`src/rtl/exc_pkg.sv`:
```
package exc_pkg;

    localparam int XLEN    = 32;
    localparam int NUM_SRC = 7;
    localparam int MODE_W  = 5;
    localparam int NBANK   = 5;
    localparam int BANK_W  = $clog2(NBANK);

    // status word bit positions
    localparam int PSR_T = 5;
    localparam int PSR_F = 6;
    localparam int PSR_I = 7;

    typedef logic [MODE_W-1:0] mode_t;

    localparam mode_t MODE_USR = 5'b10000;
    localparam mode_t MODE_FIQ = 5'b10001;
    localparam mode_t MODE_IRQ = 5'b10010;
    localparam mode_t MODE_SVC = 5'b10011;
    localparam mode_t MODE_ABT = 5'b10111;
    localparam mode_t MODE_UND = 5'b11011;
    localparam mode_t MODE_SYS = 5'b11111;

    // index order is priority order, lowest index wins
    typedef enum logic [2:0] {
        SRC_RESET = 3'd0,
        SRC_DABT  = 3'd1,
        SRC_FIQ   = 3'd2,
        SRC_IRQ   = 3'd3,
        SRC_PABT  = 3'd4,
        SRC_UNDEF = 3'd5,
        SRC_SWI   = 3'd6
    } src_e;

    typedef struct packed {
        mode_t           mode;
        logic [XLEN-1:0] vector;
        logic [XLEN-1:0] link;
        logic [XLEN-1:0] spsr;
        logic [XLEN-1:0] psr;
    } entry_t;

    function automatic mode_t src_to_mode(src_e s);
        case (s)
            SRC_RESET, SRC_SWI: return MODE_SVC;
            SRC_DABT, SRC_PABT: return MODE_ABT;
            SRC_FIQ:            return MODE_FIQ;
            SRC_IRQ:            return MODE_IRQ;
            default:            return MODE_UND;
        endcase
    endfunction

    function automatic logic [XLEN-1:0] src_to_vector(src_e s);
        case (s)
            SRC_RESET: return XLEN'(32'h00);
            SRC_UNDEF: return XLEN'(32'h04);
            SRC_SWI:   return XLEN'(32'h08);
            SRC_PABT:  return XLEN'(32'h0C);
            SRC_DABT:  return XLEN'(32'h10);
            SRC_IRQ:   return XLEN'(32'h18);
            default:   return XLEN'(32'h1C);
        endcase
    endfunction

    function automatic logic mode_has_bank(mode_t m);
        return (m == MODE_SVC) || (m == MODE_ABT) || (m == MODE_UND) ||
               (m == MODE_IRQ) || (m == MODE_FIQ);
    endfunction

    function automatic logic [BANK_W-1:0] mode_to_bank(mode_t m);
        case (m)
            MODE_ABT: return BANK_W'(1);
            MODE_UND: return BANK_W'(2);
            MODE_IRQ: return BANK_W'(3);
            MODE_FIQ: return BANK_W'(4);
            default:  return BANK_W'(0);
        endcase
    endfunction

endpackage

```
`src/rtl/exc_arbiter.sv`:
```
module exc_arbiter
    import exc_pkg::*;
#(
    parameter int N = NUM_SRC
) (
    input  logic [N-1:0] req,
    output logic         any,
    output src_e         win
);
    always_comb begin
        any = |req;
        win = SRC_RESET;
        for (int i = N - 1; i >= 0; i--) begin
            if (req[i]) win = src_e'(3'(i));
        end
    end
endmodule

```
`src/rtl/exc_entry_build.sv`:
```
module exc_entry_build
    import exc_pkg::*;
(
    input  src_e            src,
    input  logic [XLEN-1:0] cur_psr,
    input  logic [XLEN-1:0] ret_addr,
    output entry_t          ent
);
    always_comb begin
        ent.mode         = src_to_mode(src);
        ent.vector       = src_to_vector(src);
        ent.link         = ret_addr;
        ent.spsr         = cur_psr;
        ent.psr          = cur_psr;
        ent.psr[MODE_W-1:0] = ent.mode;
        ent.psr[PSR_T]   = 1'b0;
        ent.psr[PSR_I]   = 1'b1;
        if (src == SRC_FIQ || src == SRC_RESET) ent.psr[PSR_F] = 1'b1;
    end
endmodule

```
`src/rtl/exc_spsr_bank.sv`:
```
module exc_spsr_bank
    import exc_pkg::*;
(
    input  logic            clk,
    input  logic            rst,
    input  logic            wr_en,
    input  mode_t           wr_mode,
    input  logic [XLEN-1:0] wr_data,
    input  mode_t           rd_mode,
    output logic            rd_hit,
    output logic [XLEN-1:0] rd_data
);
    logic [XLEN-1:0] store [NBANK];
    logic [BANK_W-1:0] wr_idx;
    logic [BANK_W-1:0] rd_idx;

    assign wr_idx = mode_to_bank(wr_mode);
    assign rd_idx = mode_to_bank(rd_mode);

    for (genvar b = 0; b < NBANK; b++) begin : g_bank
        always_ff @(posedge clk) begin
            if (rst) begin
                store[b] <= '0;
            end else if (wr_en && mode_has_bank(wr_mode) && wr_idx == BANK_W'(b)) begin
                store[b] <= wr_data;
            end
        end
    end

    always_comb begin
        rd_hit  = mode_has_bank(rd_mode);
        rd_data = '0;
        for (int b = 0; b < NBANK; b++) begin
            if (rd_idx == BANK_W'(b)) rd_data = store[b];
        end
    end
endmodule

```
`src/rtl/exc_entry_ctrl.sv`:
```
module exc_entry_ctrl
    import exc_pkg::*;
(
    input  logic        clk,
    input  logic        rst,
    input  logic        reset_req,
    input  logic        dabort_req,
    input  logic        fiq_req,
    input  logic        irq_req,
    input  logic        pabort_req,
    input  logic        undef_req,
    input  logic        swi_req,
    input  logic        boundary,
    input  logic        ret_req,
    input  logic [31:0] cur_psr,
    input  logic [31:0] ret_addr,
    input  logic [31:0] resume_pc,
    output logic        take_valid,
    output logic [4:0]  take_mode,
    output logic [31:0] take_vector,
    output logic [31:0] take_link,
    output logic [31:0] take_spsr,
    output logic [31:0] take_psr,
    output logic        ret_valid,
    output logic [31:0] ret_psr,
    output logic [31:0] ret_pc
);
    logic [NUM_SRC-1:0] req_vec;
    logic               accept;
    src_e               winner;
    entry_t             ent;
    logic               bank_hit;
    logic [XLEN-1:0]    bank_psr;
    logic               ret_go;

    // reset bypasses the boundary, interrupts honour their disable bits
    always_comb begin
        req_vec             = '0;
        req_vec[SRC_RESET]  = reset_req;
        req_vec[SRC_DABT]   = boundary & dabort_req;
        req_vec[SRC_FIQ]    = boundary & fiq_req & ~cur_psr[PSR_F];
        req_vec[SRC_IRQ]    = boundary & irq_req & ~cur_psr[PSR_I];
        req_vec[SRC_PABT]   = boundary & pabort_req;
        req_vec[SRC_UNDEF]  = boundary & undef_req;
        req_vec[SRC_SWI]    = boundary & swi_req;
    end

    exc_arbiter #(.N(NUM_SRC)) u_arb (
        .req (req_vec),
        .any (accept),
        .win (winner)
    );

    exc_entry_build u_build (
        .src      (winner),
        .cur_psr  (cur_psr),
        .ret_addr (ret_addr),
        .ent      (ent)
    );

    exc_spsr_bank u_bank (
        .clk     (clk),
        .rst     (rst),
        .wr_en   (accept),
        .wr_mode (ent.mode),
        .wr_data (cur_psr),
        .rd_mode (cur_psr[MODE_W-1:0]),
        .rd_hit  (bank_hit),
        .rd_data (bank_psr)
    );

    assign ret_go = ret_req & ~accept & bank_hit;

    always_ff @(posedge clk) begin
        if (rst) begin
            take_valid  <= 1'b0;
            take_mode   <= '0;
            take_vector <= '0;
            take_link   <= '0;
            take_spsr   <= '0;
            take_psr    <= '0;
            ret_valid   <= 1'b0;
            ret_psr     <= '0;
            ret_pc      <= '0;
        end else begin
            take_valid <= accept;
            ret_valid  <= ret_go;
            if (accept) begin
                take_mode   <= ent.mode;
                take_vector <= ent.vector;
                take_link   <= ent.link;
                take_spsr   <= ent.spsr;
                take_psr    <= ent.psr;
            end
            if (ret_go) begin
                ret_psr <= bank_psr;
                ret_pc  <= resume_pc;
            end
        end
    end
endmodule

```
`config.mk`:
```
export PLATFORM = sky130hd
export DESIGN_NAME = exc_entry_ctrl
export DESIGN_NICKNAME = d
export VERILOG_FILES = /design/src/rtl/exc_pkg.sv /design/src/rtl/exc_arbiter.sv /design/src/rtl/exc_entry_build.sv /design/src/rtl/exc_spsr_bank.sv /design/src/rtl/exc_entry_ctrl.sv
export SDC_FILE = /design/constraint.sdc
export NUM_CORES = 1
export LEC_CHECK = 0
export ABC_AREA = 1
export BUFFER_PORTS_ARGS = -buffer_cell sky130_fd_sc_hd__buf_4
export CAP_MARGIN = 20
export CELL_PAD_IN_SITES_DETAIL_PLACEMENT = 1
export CELL_PAD_IN_SITES_GLOBAL_PLACEMENT = 1
export CORE_MARGIN = 2
export CORE_UTILIZATION = 40
export DETAILED_ROUTE_END_ITERATION = 12
export PLACE_DENSITY_LB_ADDON = 0.05
export REMOVE_ABC_BUFFERS = 1
export SYNTH_ARGS = -nofsm -noshare
export SYNTH_HDL_FRONTEND = slang
export SYNTH_SLANG_ARGS = --single-unit
```
`constraint.sdc`:
```
create_clock -name clk -period 5.3 [get_ports clk]
set_clock_uncertainty 0.05 [all_clocks]
set_input_delay 0.53 -clock clk [delete_from_list [all_inputs] [get_ports clk]]
set_output_delay 0.53 -clock clk [all_outputs]
set_load 0.01 [all_outputs]
```
Word-level counts from Yosys, hierarchy flattened
Memory sizes are Yosys's and may differ from the RTL's. Index checks and enable logic that the tools add are counted.

Bits in registers: 198. Bits in writable memories: 160. Input port bits: 107. Logic and storage cells: 112. Memories kept: 1.

Memories: u_bank.store (words 5, width 32, rd ports 5, clocked after Yosys merged registers in 0, write ports 5, RTL line exc_spsr_bank.sv:13) `logic [XLEN-1:0] store [NBANK];`.

Equal/unequal tests: 24. Multiplexer cells: 39. Bitwise gates (word level): 18. Reduce and logical (&&, ||, !) cells: 21.

Operator list (count): $mux 32 (10); $eq 5x5->1 const B (10); $pmux 5 s6 (1); $pmux 3 s4 (2); $mux 3 (7); $eq 3x2->1 const B (6); $mux 1 (18); $pmux 4 s4 (1); $eq 3x3->1 const B (5); $and 1x1->1 (10); $eq 3x1->1 const B (3); $logic_not 3->1 (3); $logic_or 1x1->1 (9); $reduce_or 7->1 (1); $logic_and 1x1->1 (6); $or 1x1->1 (5); $reduce_or 2->1 (2); $not 1->1 (3).

Longest topological paths before layout
Depth after elaboration: 22. Depth in mapped cells: 12.

Cells and area by module
A second synthesis with hierarchy kept.

Cells, all modules: 1906. Area, all modules: 15775.1 µm².

By module, submodules not included: exc_spsr_bank (instances 1, cells each 746, area an instance 7402.1 µm²); exc_entry_ctrl (instances 1, cells each 999, area an instance 7254.5 µm²); exc_entry_build (instances 1, cells each 143, area an instance 1027.2 µm²); exc_arbiter (instances 1, cells each 18, area an instance 91.3 µm²).

Least setup slack after synthesis
Ideal clock, no wire load.

Path kind: in2reg. Start point: input cur_psr[7]. End point: memory u_bank.store[3][0] (enable). Arrival time: 3467 ps. Required time: 4782 ps. Setup slack: 1314 ps. Cell stages on the path: 7. Path through: inv_1 -> nand3_1 -> o21ai_0 -> nand2_1 -> nand2_2 -> nand2_2 -> o21ai_0.

RTL lines: start: declaration (RTL line exc_entry_ctrl.sv:15) `input logic [31:0] cur_psr,`; end: declaration (RTL line exc_spsr_bank.sv:13).

==> flow_summary_export.csv <==
group,metric,value,unit
critical_path,max_stage_delay,0.88,ns
timing,slew_headroom,0.271,
hold_path,min_from,"ret_addr[17]",
timing,final.period_utilization,0.512,
clock_tree,numClockSinks,299,
yosys,avgSynthCellArea,9.72,µm²
global_routing,antenna_found_initial,0,
detailed_routing,routed_wl,37900,µm
power,internal-power,0.00423,W
yosys,synthTopCellsByArea,"edfxtp_1 40%, dfxtp_1 23%, nor2_1 9.3%",
power,p_clk_frac,0.423,
detailed_routing,vias_per_cell,5.23,
critical_path,worstRegToRegCells,4,
power,comb_power_share,0.092,
clock_tree,cts_htree_levels,2,
hold_path,worstHoldEndpoint,"take_link[17]$_SDFFE_PP0P_",
flow_run,max_cap_violations,0,
detailed_routing,vias,9802,
timing,final.min_clock_period,2.71,ns
yosys,synthAdderAreaFrac,0,
critical_path,path_class,"input pin to flip-flop",
critical_path,crit_top_cell,"buf_4",
timing,finalSetupViolations,0,
placed_design,placed_area,14100,µm²
die,core,29600,µm²
detailed_routing,post_drt_wl_per_cell,20.2,µm
placed_design,portBuffers,275,
critical_path,rrSetupSlack,4.26,ns
timing,fmax,368,MHz
detailed_routing,ant_nets,0,
finish,num_antenna_cells,0,
critical_path,cp_slowest_cell,"nand4_1",
critical_path,regToRegStartpoint,"u_bank.store[3][17]$_SDFFCE_PN0P_",
timing,tns,0,ns
clock_tree,holdBufCountCts,0,
yosys,synth.distinct_cells,26,
timing,rsz0062_at_grt,"no",
finish,drive_gt1_frac,0.245,
critical_path,worst-path-max-fanout,47,
clock_tree,cts-root-buf,"clkbuf_16",
die,die_y,177,µm
critical_path,worstPathArrival,3.02,ns
critical_path,worstSetupStartpoint,"rst",
finish,layout_commonest_cell,"nor2_1",
timing,slew_viol_final,0,
critical_path,crit_family,"buffers and inverters",
die,die_w,177,µm
yosys,synth_simple_gate_area_share,0.209,
die,io_pins,306,
yosys,synth_top_cell_by_area,"edfxtp_1",
clock_tree,clk_pin_slew,0.06,ns
placed_design,dp_hpwl,22200,µm
power,total_power,0.00553,W
critical_path,cp_num_buf_inv,4,
global_routing,grt.total_usage,0.235,
clock_tree,cts_tree,"yes",
detailed_routing,dr.pass1.iters,5,
timing,final-hold-violation-count,0,
power,vdd_drop_max,0.000226,V
finish,post-route-cell-area,15200,µm²
placed_design,pre_cts_ws,2.05,ns
die,die_area,31400,µm²
finish,fin_nets,1565,
timing,setup_ws,2.59,ns
clock_tree,cts_setup_buffers,0,
yosys,post_synth_mux_area_share,0,
run_status,status,"completed",
yosys,ys_seq_area_frac,0.631,
critical_path,r2r_end,"ret_psr[17]$_SDFFE_PP0P_",
timing,tightest_slew,1.09,ns
yosys,synth-seq-cells,299,
yosys,yosysWarnings,0,
detailed_routing,drt_iter0_markers,547,
critical_path,worstSetupEndpointType,"flip-flop",
yosys,syn_area,12000,µm²
power,netSwitchingFraction,0.236,
yosys,yosys.area.top_type_share,0.400,
power,p_seq_frac,0.485,
global_routing,grt_max_degree,51,
clock_tree,ctsResizeCount,0,
placed_design,place.gp.congestion,0.756,
die,rows,63,
power,power.switching,0.00131,W
detailed_routing,post-route-drc-count,0,
critical_path,crit_chain,"buf_4 > inv_1 > buf_4 > nand4_1 > buf_4 > nor2_1",
yosys,synthCells,1236,
critical_path,startpoint_type,"input pin",
finish,layout_common_cells,"293 x nor2_1, 292 x buf_4, 160 x edfxtp_1",
yosys,synth_compound_area_frac,0.0788,
yosys,synth_xor_area_frac,0,
yosys,synth_top_family_by_area,"simple AND/OR/NAND/NOR gates",
clock_tree,clk_latency,0.51,ns
finish,syn_to_final_growth,26.5,%
global_routing,grt_pass1_wl,56500,µm
global_routing,grt.overflow.total,0,
power,p_per_area,364,nW/µm²
global_routing,grt_pass1_vias,9862,
die,start_util,0.405,
hold_path,hp-class,"input pin to flip-flop",
clock_tree,cts_inserted_buffers,34,
hold_path,whs_path_depth,2,
clock_tree,clockBufferDepth,3,
critical_path,worst_ep_required_time,5.61,ns
power,power.leakage,6.44,nW
## metrics by stage
step                      hold WS, ns   util  cells
after global routing            0.189  0.513   1873
after CTS                       0.185  0.512   1872
after detailed placement        0.399  0.475   1811
after global placement          0.386  0.475   1811
after floorplan                 0.422      -   1129
final                           0.200  0.513   1873
## power groups by stage
stage | Combinational, W | Sequential, W | Clock, W
CTS | 0.000516 | 0.00268 | 0.00238
global route | 0.000557 | 0.00270 | 0.00248
floorplan | 0.000203 | 0.00274 | 0
detailed placement | 0.000513 | 0.00273 | 0
finish | 0.000512 | 0.00268 | 0.00234
global placement | 0.000503 | 0.00272 | 0
## logic make-up after synthesis
| logic type | Yosys count |
|---|---|
| buffers and inverters | 182 |
| other | 1 |
| flip-flops | 299 |
| AND/OR/NAND/NOR | 589 |
| AO/OA/AOI/OAI | 165 |
## cells in the mapped netlist
cell type,number
nand4_1,37
buf_6,2
nor2_4,2
nand2_1,133
a21oi_1,64
dfxtp_1,139
nor2_1,298
clkbuf_2,1
o21ai_1,9
buf_4,65
a31oi_1,1
clkinv_1,1
edfxtp_1,160
inv_2,4
clkbuf_1,46
nor2_2,1
inv_1,39
buf_1,3
nand3_1,109
nand2_2,5
nand3_2,2
buf_2,21
o21ai_0,59
nand3_4,2
conb_1,1
a22o_1,32
## worst register-to-register path: cells and delay by family, from the launching register on
family	cells	cell delay, ns
DFF	1	0.40
AOI/OAI and AO/OA	2	0.24
and+or+nand+nor	2	0.21
## flip-flops by register name, indices dropped and copies added (netlist names)
signal,count
take_mode,4
u_bank.store,160
take_psr,2
take_vector,3
take_spsr,32
ret_pc,32
ret_valid,1
ret_psr,32
take_link,32
take_valid,1
## area by class of cell
| type | instances | area [µm²] |
|---|---|---|
| inverters | 44 | 165 |
| repair buffers | 293 | 2210 |
| clock buffers | 46 | 960 |
| fillers | 3385 | 14400 |
| well taps | 390 | 488 |
| multi-input cells | 786 | 3650 |
| clock inverters | 15 | 144 |
| flip-flops and latches | 299 | 7590 |
## layer usage
metal | GRT usage | share of wire | routed length, µm
met5 | 0 | 0 | 0
met4 | 0.0615 | 0.016 | 617
met3 | 0.0302 | 0.050 | 1900
met2 | 0.418 | 0.52 | 19700
met1 | 0.302 | 0.41 | 15700
## worst max path at each step
stage / endpoint / slack, ns / cells past startpoint
floorplan: u_bank.store[3][0]$_SDFFCE_PN0P_ / 1.31 / 7
global placement: u_bank.store[4][23]$_SDFFCE_PN0P_ / 2.13 / 6
detailed placement: u_bank.store[4][20]$_SDFFCE_PN0P_ / 2.05 / 6
CTS: u_bank.store[4][13]$_SDFFCE_PN0P_ / 2.55 / 6
global route: ret_pc[0]$_SDFFE_PP0P_ / 2.36 / 10
finish: u_bank.store[4][14]$_SDFFCE_PN0P_ / 2.59 / 6
(Power assumes the default switching activity.)
